File: src/rtl/lockout_pkg.sv
package lockout_pkg;

  typedef enum logic [1:0] {
    ST_LOCKED  = 2'd0,
    ST_HOLDOFF = 2'd1,
    ST_OPEN    = 2'd2
  } lockState_e;

  // Strobes from the control to the datapath
  typedef struct packed {
    logic cntClear;
    logic cntInc;
    logic grantSet;
  } dpStrobe_t;

endpackage

File: src/rtl/lockout_sync.sv
module lockout_sync #(
  parameter int unsigned STAGES = 2
) (
  input  logic clk,
  input  logic rstN,
  input  logic asyncIn,
  output logic syncOut
);

  logic [STAGES-1:0] chain;

  generate
    for (genvar i = 0; i < STAGES; i++) begin : g_stage
      if (i == 0) begin : g_first
        always_ff @(posedge clk or negedge rstN) begin
          if (!rstN) chain[0] <= 1'b0;
          else       chain[0] <= asyncIn;
        end
      end else begin : g_next
        always_ff @(posedge clk or negedge rstN) begin
          if (!rstN) chain[i] <= 1'b0;
          else       chain[i] <= chain[i-1];
        end
      end
    end
  endgenerate

  assign syncOut = chain[STAGES-1];

endmodule

File: src/rtl/lockout_datapath.sv
module lockout_datapath
  import lockout_pkg::*;
#(
  parameter int unsigned HOLD_TICKS = 1000,
  localparam int unsigned CNT_W = $clog2(HOLD_TICKS)
) (
  input  logic      clk,
  input  logic      rstN,
  input  dpStrobe_t strobe,
  output logic      cntLast,
  output logic      grantQ
);

  localparam logic [CNT_W-1:0] LAST_VAL = CNT_W'(HOLD_TICKS - 1);

  logic [CNT_W-1:0] holdCnt;

  // Hold-off tick counter
  always_ff @(posedge clk or negedge rstN) begin
    if (!rstN) begin
      holdCnt <= '0;
    end else if (strobe.cntClear) begin
      holdCnt <= '0;
    end else if (strobe.cntInc) begin
      holdCnt <= holdCnt + 1'b1;
    end
  end

  assign cntLast = (holdCnt == LAST_VAL);

  // Registered write-start grant
  always_ff @(posedge clk or negedge rstN) begin
    if (!rstN) grantQ <= 1'b0;
    else       grantQ <= strobe.grantSet;
  end

endmodule

File: src/rtl/lockout_ctrl.sv
module lockout_ctrl
  import lockout_pkg::*;
(
  input  logic      clk,
  input  logic      rstN,
  input  logic      supplySync,
  input  logic      tickEn,
  input  logic      writeReq,
  input  logic      cntLast,
  output dpStrobe_t strobe,
  output logic      writeAllowed
);

  lockState_e state, stateNext;

  always_ff @(posedge clk or negedge rstN) begin
    if (!rstN) state <= ST_LOCKED;
    else       state <= stateNext;
  end

  always_comb begin
    stateNext       = state;
    strobe.cntClear = 1'b0;
    strobe.cntInc   = 1'b0;
    if (!supplySync) begin
      // Any low level locks and clears, whatever the state
      stateNext       = ST_LOCKED;
      strobe.cntClear = 1'b1;
    end else begin
      unique case (state)
        ST_LOCKED, ST_HOLDOFF: begin
          stateNext = ST_HOLDOFF;
          if (tickEn) begin
            if (cntLast) begin
              stateNext       = ST_OPEN;
              strobe.cntClear = 1'b1;
            end else begin
              strobe.cntInc = 1'b1;
            end
          end
        end
        ST_OPEN: begin
          stateNext = ST_OPEN;
        end
        default: begin
          stateNext       = ST_LOCKED;
          strobe.cntClear = 1'b1;
        end
      endcase
    end
  end

  // Qualified by the synchronized level so a fall blocks writes at once
  assign writeAllowed    = (state == ST_OPEN) && supplySync;
  assign strobe.grantSet = writeReq && writeAllowed;

endmodule

File: src/rtl/supply_lockout_ctrl.sv
module supply_lockout_ctrl #(
  parameter int unsigned HOLD_TICKS  = 1000,
  parameter int unsigned SYNC_STAGES = 2
) (
  input  logic clk,
  input  logic rstN,
  input  logic tickEn,
  input  logic supplyOk,
  input  logic writeReq,
  output logic writeAllowed,
  output logic writeGrant
);

  import lockout_pkg::*;

  logic      supplySync;
  logic      cntLast;
  dpStrobe_t strobe;

  lockout_sync #(.STAGES(SYNC_STAGES)) uSync (
    .clk     (clk),
    .rstN    (rstN),
    .asyncIn (supplyOk),
    .syncOut (supplySync)
  );

  lockout_ctrl uCtrl (
    .clk          (clk),
    .rstN         (rstN),
    .supplySync   (supplySync),
    .tickEn       (tickEn),
    .writeReq     (writeReq),
    .cntLast      (cntLast),
    .strobe       (strobe),
    .writeAllowed (writeAllowed)
  );

  lockout_datapath #(.HOLD_TICKS(HOLD_TICKS)) uDp (
    .clk     (clk),
    .rstN    (rstN),
    .strobe  (strobe),
    .cntLast (cntLast),
    .grantQ  (writeGrant)
  );

endmodule

File: config.mk
export PLATFORM = sky130hd
export DESIGN_NAME = supply_lockout_ctrl
export DESIGN_NICKNAME = d
export VERILOG_FILES = /design/src/rtl/lockout_pkg.sv /design/src/rtl/lockout_sync.sv /design/src/rtl/lockout_datapath.sv /design/src/rtl/lockout_ctrl.sv /design/src/rtl/supply_lockout_ctrl.sv
export SDC_FILE = /design/constraint.sdc
export NUM_CORES = 1
export LEC_CHECK = 0
export CAP_MARGIN = 0
export CORE_UTILIZATION = 30
export CTS_CLUSTER_DIAMETER = 150
export DETAILED_ROUTE_END_ITERATION = 8
export SYNTH_ARGS = -nofsm -noshare
export SYNTH_HDL_FRONTEND = slang
export SYNTH_SLANG_ARGS = --single-unit
File: constraint.sdc
create_clock -name clk -period 2 [get_ports clk]
set_clock_uncertainty 0.15 [all_clocks]
set_input_delay 0.3 -clock clk [delete_from_list [all_inputs] [get_ports clk]]
set_output_delay 0.3 -clock clk [all_outputs]
set_load 0.02 [all_outputs]
==> results_dict.tcl, run 1 <==
set metrics [dict create \
    status "finished clean" \
    period_share_pct 98.7 \
    first_pass_iters 4 \
    top_layer "met4" \
    synth_top_cell_area_share_pct 53.3 \
    yosys-top-cells-count "dfrtp_1, nor2_1, nand3_1" \
    dp_slack_ns -0.137 \
    cp.arrival_ns 2.03 \
    synth_top_family_by_area "simple AND/OR/NAND/NOR gates" \
    r2r_setup_slack_ns 0.03 \
    synth-edff-count 0 \
    wl_met3_um 32 \
    path_buf_inv 0 \
    r2r_end "uDp.holdCnt[9]$_DFFE_PN0P_" \
    wl_met2_um 619 \
    setup_ws_ns 0.0259 \
    ir_drop_mv 0.514 \
    clock_latency_ns 0.27 \
    ys.flop_type "dfrtp_1" \
    cp_slowest_cell "or4_4" \
    place_area_um2 897 \
    vias 585 \
    rows 17 \
    synth-simple-area-share_pct 25.2 \
    syn_to_final_growth_pct 34.5 \
    dieArea_um2 2550 \
    cts_made_buffers 3 \
    gp_congestion 0.819 \
    drc 0 \
    synthArstFlopShare_pct 100 \
    synth_top_cell_by_area "dfrtp_1" \
    cpPeakStageDelay_ns 0.48 \
    crit_chain "ha_2 > and4bb_4 > a211o_4 > or4_4 > a21oi_2" \
    p_total_uw 514 \
    multi_input_area_um2 335 \
    clk_pin_slew_ns 0.08 \
    fillers 228 \
    avgSynthCellArea_um2 10.5 \
    start_kind "flip-flop" \
    yosysMostFrequentCell "dfrtp_1" \
    cp-end-kind "flip-flop" \
    gr-usage-all-layers_pct 12.9 \
    drt_iter0_drc 7 \
    core_region_area_um2 2210 \
    io_buffers 6 \
    grt_max_degree 16 \
    cts.sinks 15 \
    cp_num_cells 5 \
    setup.worst_path.start "uDp.holdCnt[1]$_DFFE_PN0P_" \
    synth.area.mux_share_pct 1.42 \
    min_period_ns 1.97 \
    rsz0062_at_grt "yes" \
    hold_class "in2async" \
    syn_nets 73 \
    final_nets 98 \
    seq_area_frac_synth_pct 53.3 \
    hold_viol_final 0 \
    clk_path_buf_depth 2 \
    ctsRootBufferMaster "clkbuf_4" \
    vias_per_cell 4.92 \
    gr-total-overflow 0 \
    required_ns 2.06 \
    initial_utilization_pct 31.8 \
    synth-compound-area-share_pct 11.0 \
    synth-seq-cells 15 \
    synth-adder-area-share_pct 1.78 \
    htreeDepth 1 \
    synth_area_leaders "dfrtp_1, nor2_1, xnor2_1, nand3_1, a211o_4" \
    final_area_um2 947 \
    antenna_left 0 \
    final_layout_size_suffix_gt1_share_pct 26.4 \
    cp_max_fo 7 \
    num_io_pins 7 \
    n_antenna_cell 0 \
    die_x_um 50.5 \
    synth-xor-area-share_pct 6.22 \
    cap_violations 0 \
    fmax_mhz 507 \
    finalSetupViolCount 0 \
    dieHeight_um 50.5 \
    worst_pin_slew_ns 0.332 \
    cts_tree "built" \
    yosysWarnings 0 \
    drv_slew 0 \
    synthCells 67 \
    grt_pass1_wl_um 2430 \
    syn_area_um2 704 \
    r2r-start "uDp.holdCnt[1]$_DFFE_PN0P_" \
    p_per_area_nw_per_um2 543 \
    endpoint "uDp.holdCnt[9]$_DFFE_PN0P_" \
    cp_top_family "simple AND/OR/NAND/NOR gates" \
    criticalPathCategory "reg2reg" \
    wl_um 1360 \
    p_leak_nw 0.409 \
    antenna_found_initial 0 \
    grt_pass1_vias 556 \
    place_inst 114 \
    setup_tns_ns 0 \
    dpl.hpwl_um 1020 \
    seq_area_um2 375 \
    ys_types 28 \
    drt-wirelength-per-cell_um 11.4 \
    max_slew_margin_pct 77.7 \
    stdcell_count 119 \
    r2r_cells 5 \
    wl_met1_um 693 \
]
stage by stage:
step	hold slack (ns)	util (%)
2_1_floorplan	-0.146	-
3_3_place_gp	0.182	40.6
3_5_place_dp	0.185	40.6
4_1_cts	0.178	41.9
5_1_grt	0.183	42.8
6_report	0.178	42.8
state kept, by name, indices dropped and copies added (netlist names):
register       count
uDp.holdCnt       10
uCtrl.state        2
uDp.grantQ         1
uSync.chain        1
uSync.syncOut      1
how the worst min path moves through the flow:
stage | slack [ns] | depth (start not counted) | start | end
finish | 0.18 | 2 | rstN | uDp.holdCnt[4]$_DFFE_PN0P_
CTS | 0.18 | 2 | rstN | uDp.holdCnt[4]$_DFFE_PN0P_
floorplan | -0.15 | 0 | rstN | uCtrl.state[0]$_DFF_PN0_
global route | 0.18 | 2 | rstN | uDp.grantQ$_DFF_PN0_
global placement | 0.18 | 0 | uSync.chain[0]$_DFF_PN0_ | uSync.syncOut$_DFF_PN0_
detailed placement | 0.18 | 0 | uSync.chain[0]$_DFF_PN0_ | uSync.syncOut$_DFF_PN0_
layout by cell type, fill, tap and decap left out, types with 2 or more instances in the layout:
master / n
a21oi_2: 2
a31oi_1: 2
buf_4: 14
clkbuf_4: 3
clkdlybuf4s50_1: 5
dfrtp_1: 15
inv_1: 2
nand2_1: 4
nand3_1: 5
nand4_1: 2
nor2_1: 10
o21ai_0: 2
xnor2_1: 3
xor2_1: 2
logic make-up (layout without fill, tap and decap cells):
group | Yosys count | count (layout)
xor gates and xnor gates | 5 | 5
buffers and inverters | 2 | 26
DFF | 15 | 15
and+or+nand+nor | 32 | 32
adders and majority gates | 1 | 1
AOI/OAI and AO/OA | 11 | 11
muxes | 1 | 1
final cells by class:
cell class | count | share of cell area [%]
clock buffers | 4 | 2.77
inverters | 2 | 0.793
multi-input cells | 50 | 35.4
flip-flops and latches | 15 | 39.6
well taps | 28 | 3.70
repair buffers | 20 | 17.7
layer usage:
metal | vias up | global-route usage [%]
li1 | 291 | -
met1 | 289 | 17.6
met2 | 3 | 20.2
met3 | 2 | 1.82
met4 | 0 | 5.56
met5 | - | 0
timing repair:
| action | 4_1_cts | 5_1_grt |
|---|---|---|
| endpoints found under the setup margin | 2 | 3 |
| buffers inserted | 0 | 1 |
| gates resized for setup | 1 | 4 |
| hold buffers | 0 | 0 |
| pin swaps | 1 | 2 |
where the power goes:
group	total [mW]	switching (mW)	internal (mW)
registers	0.312	0.00304	0.309
logic	0.0378	0.0184	0.0195
clock network	0.165	0.0879	0.0771
total	0.514	0.109	0.405
No activity file was read; power rests on OpenSTA's default activity.
==> run 2, diff against run 1 <==
--- a/config.mk
+++ b/config.mk
@@ -9,6 +9,7 @@
 export CORE_UTILIZATION = 30
 export CTS_CLUSTER_DIAMETER = 150
 export DETAILED_ROUTE_END_ITERATION = 8
+export RECOVER_POWER = 100
 export SYNTH_ARGS = -nofsm -noshare
 export SYNTH_HDL_FRONTEND = slang
 export SYNTH_SLANG_ARGS = --single-unit
==> results_dict.tcl, run 2 (same netlist as run 1, synthesis figures left out) <==
set metrics [dict create \
    required_ns 2.06 \
    final_area_um2 935 \
    crit_chain "ha_2 > and4bb_4 > a211o_4 > or4_4 > a21oi_2" \
    cp.arrival_ns 2.03 \
    min_period_ns 1.97 \
    holdCritStartpoint "uSync.chain[0]$_DFF_PN0_" \
    grt_pass1_vias 556 \
    drt-wirelength-per-cell_um 11.5 \
    vias 589 \
    dpl.hpwl_um 1020 \
    initial_utilization_pct 31.8 \
    cap_violations 0 \
    grt_max_degree 16 \
    drv_slew 0 \
    drc 0 \
    clock_latency_ns 0.27 \
    cp_max_fo 7 \
    r2r_setup_slack_ns 0.03 \
    cp_slowest_cell "or4_4" \
    grt_pass1_wl_um 2430 \
    hold_viol_final 0 \
    hold_class "reg2reg" \
    rows 17 \
    first_pass_iters 4 \
    largestRegisters "uDp.holdCnt x10, uCtrl.state x2" \
    clk_path_buf_depth 2 \
    cts_made_buffers 3 \
    final_cell_mix "dfrtp_1, buf_4, nor2_1, nand3_1, nand2_1" \
    cts_tree "built" \
    regMostFlops "uDp.holdCnt" \
    cp_num_cells 5 \
    final_layout_size_suffix_gt1_share_pct 25.3 \
    cts.sinks 15 \
    start_kind "flip-flop" \
    gr-usage-all-layers_pct 12.9 \
    final_common_cell "dfrtp_1" \
    cp-end-kind "flip-flop" \
    dieArea_um2 2550 \
    antenna_left 0 \
    final_nets 98 \
    wl_um 1360 \
    status "finished clean" \
    vias_per_cell 4.95 \
    criticalPathCategory "reg2reg" \
    ctsRootBufferMaster "clkbuf_4" \
    largest_reg_flops 10 \
    place_area_um2 897 \
    worst_pin_slew_ns 0.783 \
    ir_drop_mv 0.513 \
    gr-total-overflow 0 \
    dieHeight_um 50.5 \
    antenna_found_initial 0 \
    p_total_uw 513 \
    core_region_area_um2 2210 \
    hold_depth 0 \
    finalSetupViolCount 0 \
    n_antenna_cell 0 \
    die_x_um 50.5 \
    max_slew_margin_pct 47.8 \
    cp_top_family "simple AND/OR/NAND/NOR gates" \
    fmax_mhz 506 \
    period_share_pct 98.7 \
    path_buf_inv 0 \
    drt_iter0_drc 7 \
    gp_congestion 0.819 \
    io_buffers 6 \
    p_leak_nw 0.387 \
    htreeDepth 1 \
    r2r-start "uDp.holdCnt[1]$_DFFE_PN0P_" \
    r2r_cells 5 \
    syn_to_final_growth_pct 32.7 \
    num_io_pins 7 \
    setup.worst_path.start "uDp.holdCnt[1]$_DFFE_PN0P_" \
    rsz0062_at_grt "yes" \
    p_per_area_nw_per_um2 549 \
    cpPeakStageDelay_ns 0.48 \
    ctsHoldBuffers 0 \
    clk_pin_slew_ns 0.08 \
]
==> run 2: power by group <==
part	leakage (nW)	total (mW)	internal (mW)	switching (mW)
logic	0.170	0.0361	0.0178	0.0184
clock network	0.0150	0.165	0.0771	0.0883
registers	0.202	0.312	0.309	0.00306
==> run 2: layout make-up <==
type | instances | area [µm²]
clock buffer | 4 | 26.3
fill | 227 | 1280
inverter | 2 | 7.51
multi-input combinational | 50 | 335
sequential | 15 | 375
tap | 28 | 35.0
timing repair buffer | 20 | 155
==> run 2: routing by layer <==
metal / vias up / track usage, % / part of all wire (%)
met5: - / 0 / 0
met4: 0 / 5.56 / 0.88
met3: 2 / 1.82 / 2.4
met2: 5 / 20.2 / 45
met1: 291 / 17.6 / 51
li1: 291 / - / -
==> run 2: what timing repair did <==
| action | 4_1_cts | 5_1_grt |
|---|---|---|
| gates cloned | 0 | 0 |
| pin swaps | 1 | 2 |
| setup endpoints to repair | 2 | 3 |
| setup buffers | 0 | 1 |
| gates resized for setup | 1 | 4 |
==> run 2: final timing paths <==
path	end
min in group asynchronous	uDp.holdCnt[4]$_DFFE_PN0P_
max in group asynchronous	uCtrl.state[0]$_DFF_PN0_
setup reg to reg	uDp.holdCnt[9]$_DFFE_PN0P_
hold reg to reg	uSync.syncOut$_DFF_PN0_
setup / recovery	uDp.holdCnt[9]$_DFFE_PN0P_
hold / removal	uSync.syncOut$_DFF_PN0_
==> run 2: worst register-to-register path, delay by kind of cell (launching register included) <==
kind,cells,cell delay [ns]
flip-flops,1,0.39
AO/OA/AOI/OAI,2,0.48
AND/OR/NAND/NOR,2,0.69
adder cells (fa/ha/maj),1,0.20
==> run 2: through the flow <==
| stage | utilization (%) | hold slack, ns | std cells | setup TNS [ns] | setup WS (ns) |
|---|---|---|---|---|---|
| finish | 42.3 | 0.203 | 119 | 0 | 0.0257 |
| global route | 42.3 | 0.211 | 119 | -0.0259 | -0.0219 |
| CTS | 41.9 | 0.178 | 118 | 0 | 0.00753 |
| detailed placement | 40.6 | 0.185 | 114 | -0.288 | -0.137 |
| global placement | 40.6 | 0.182 | 114 | -0.216 | -0.113 |
| floorplan | - | -0.146 | 67 | 0 | 0.0111 |
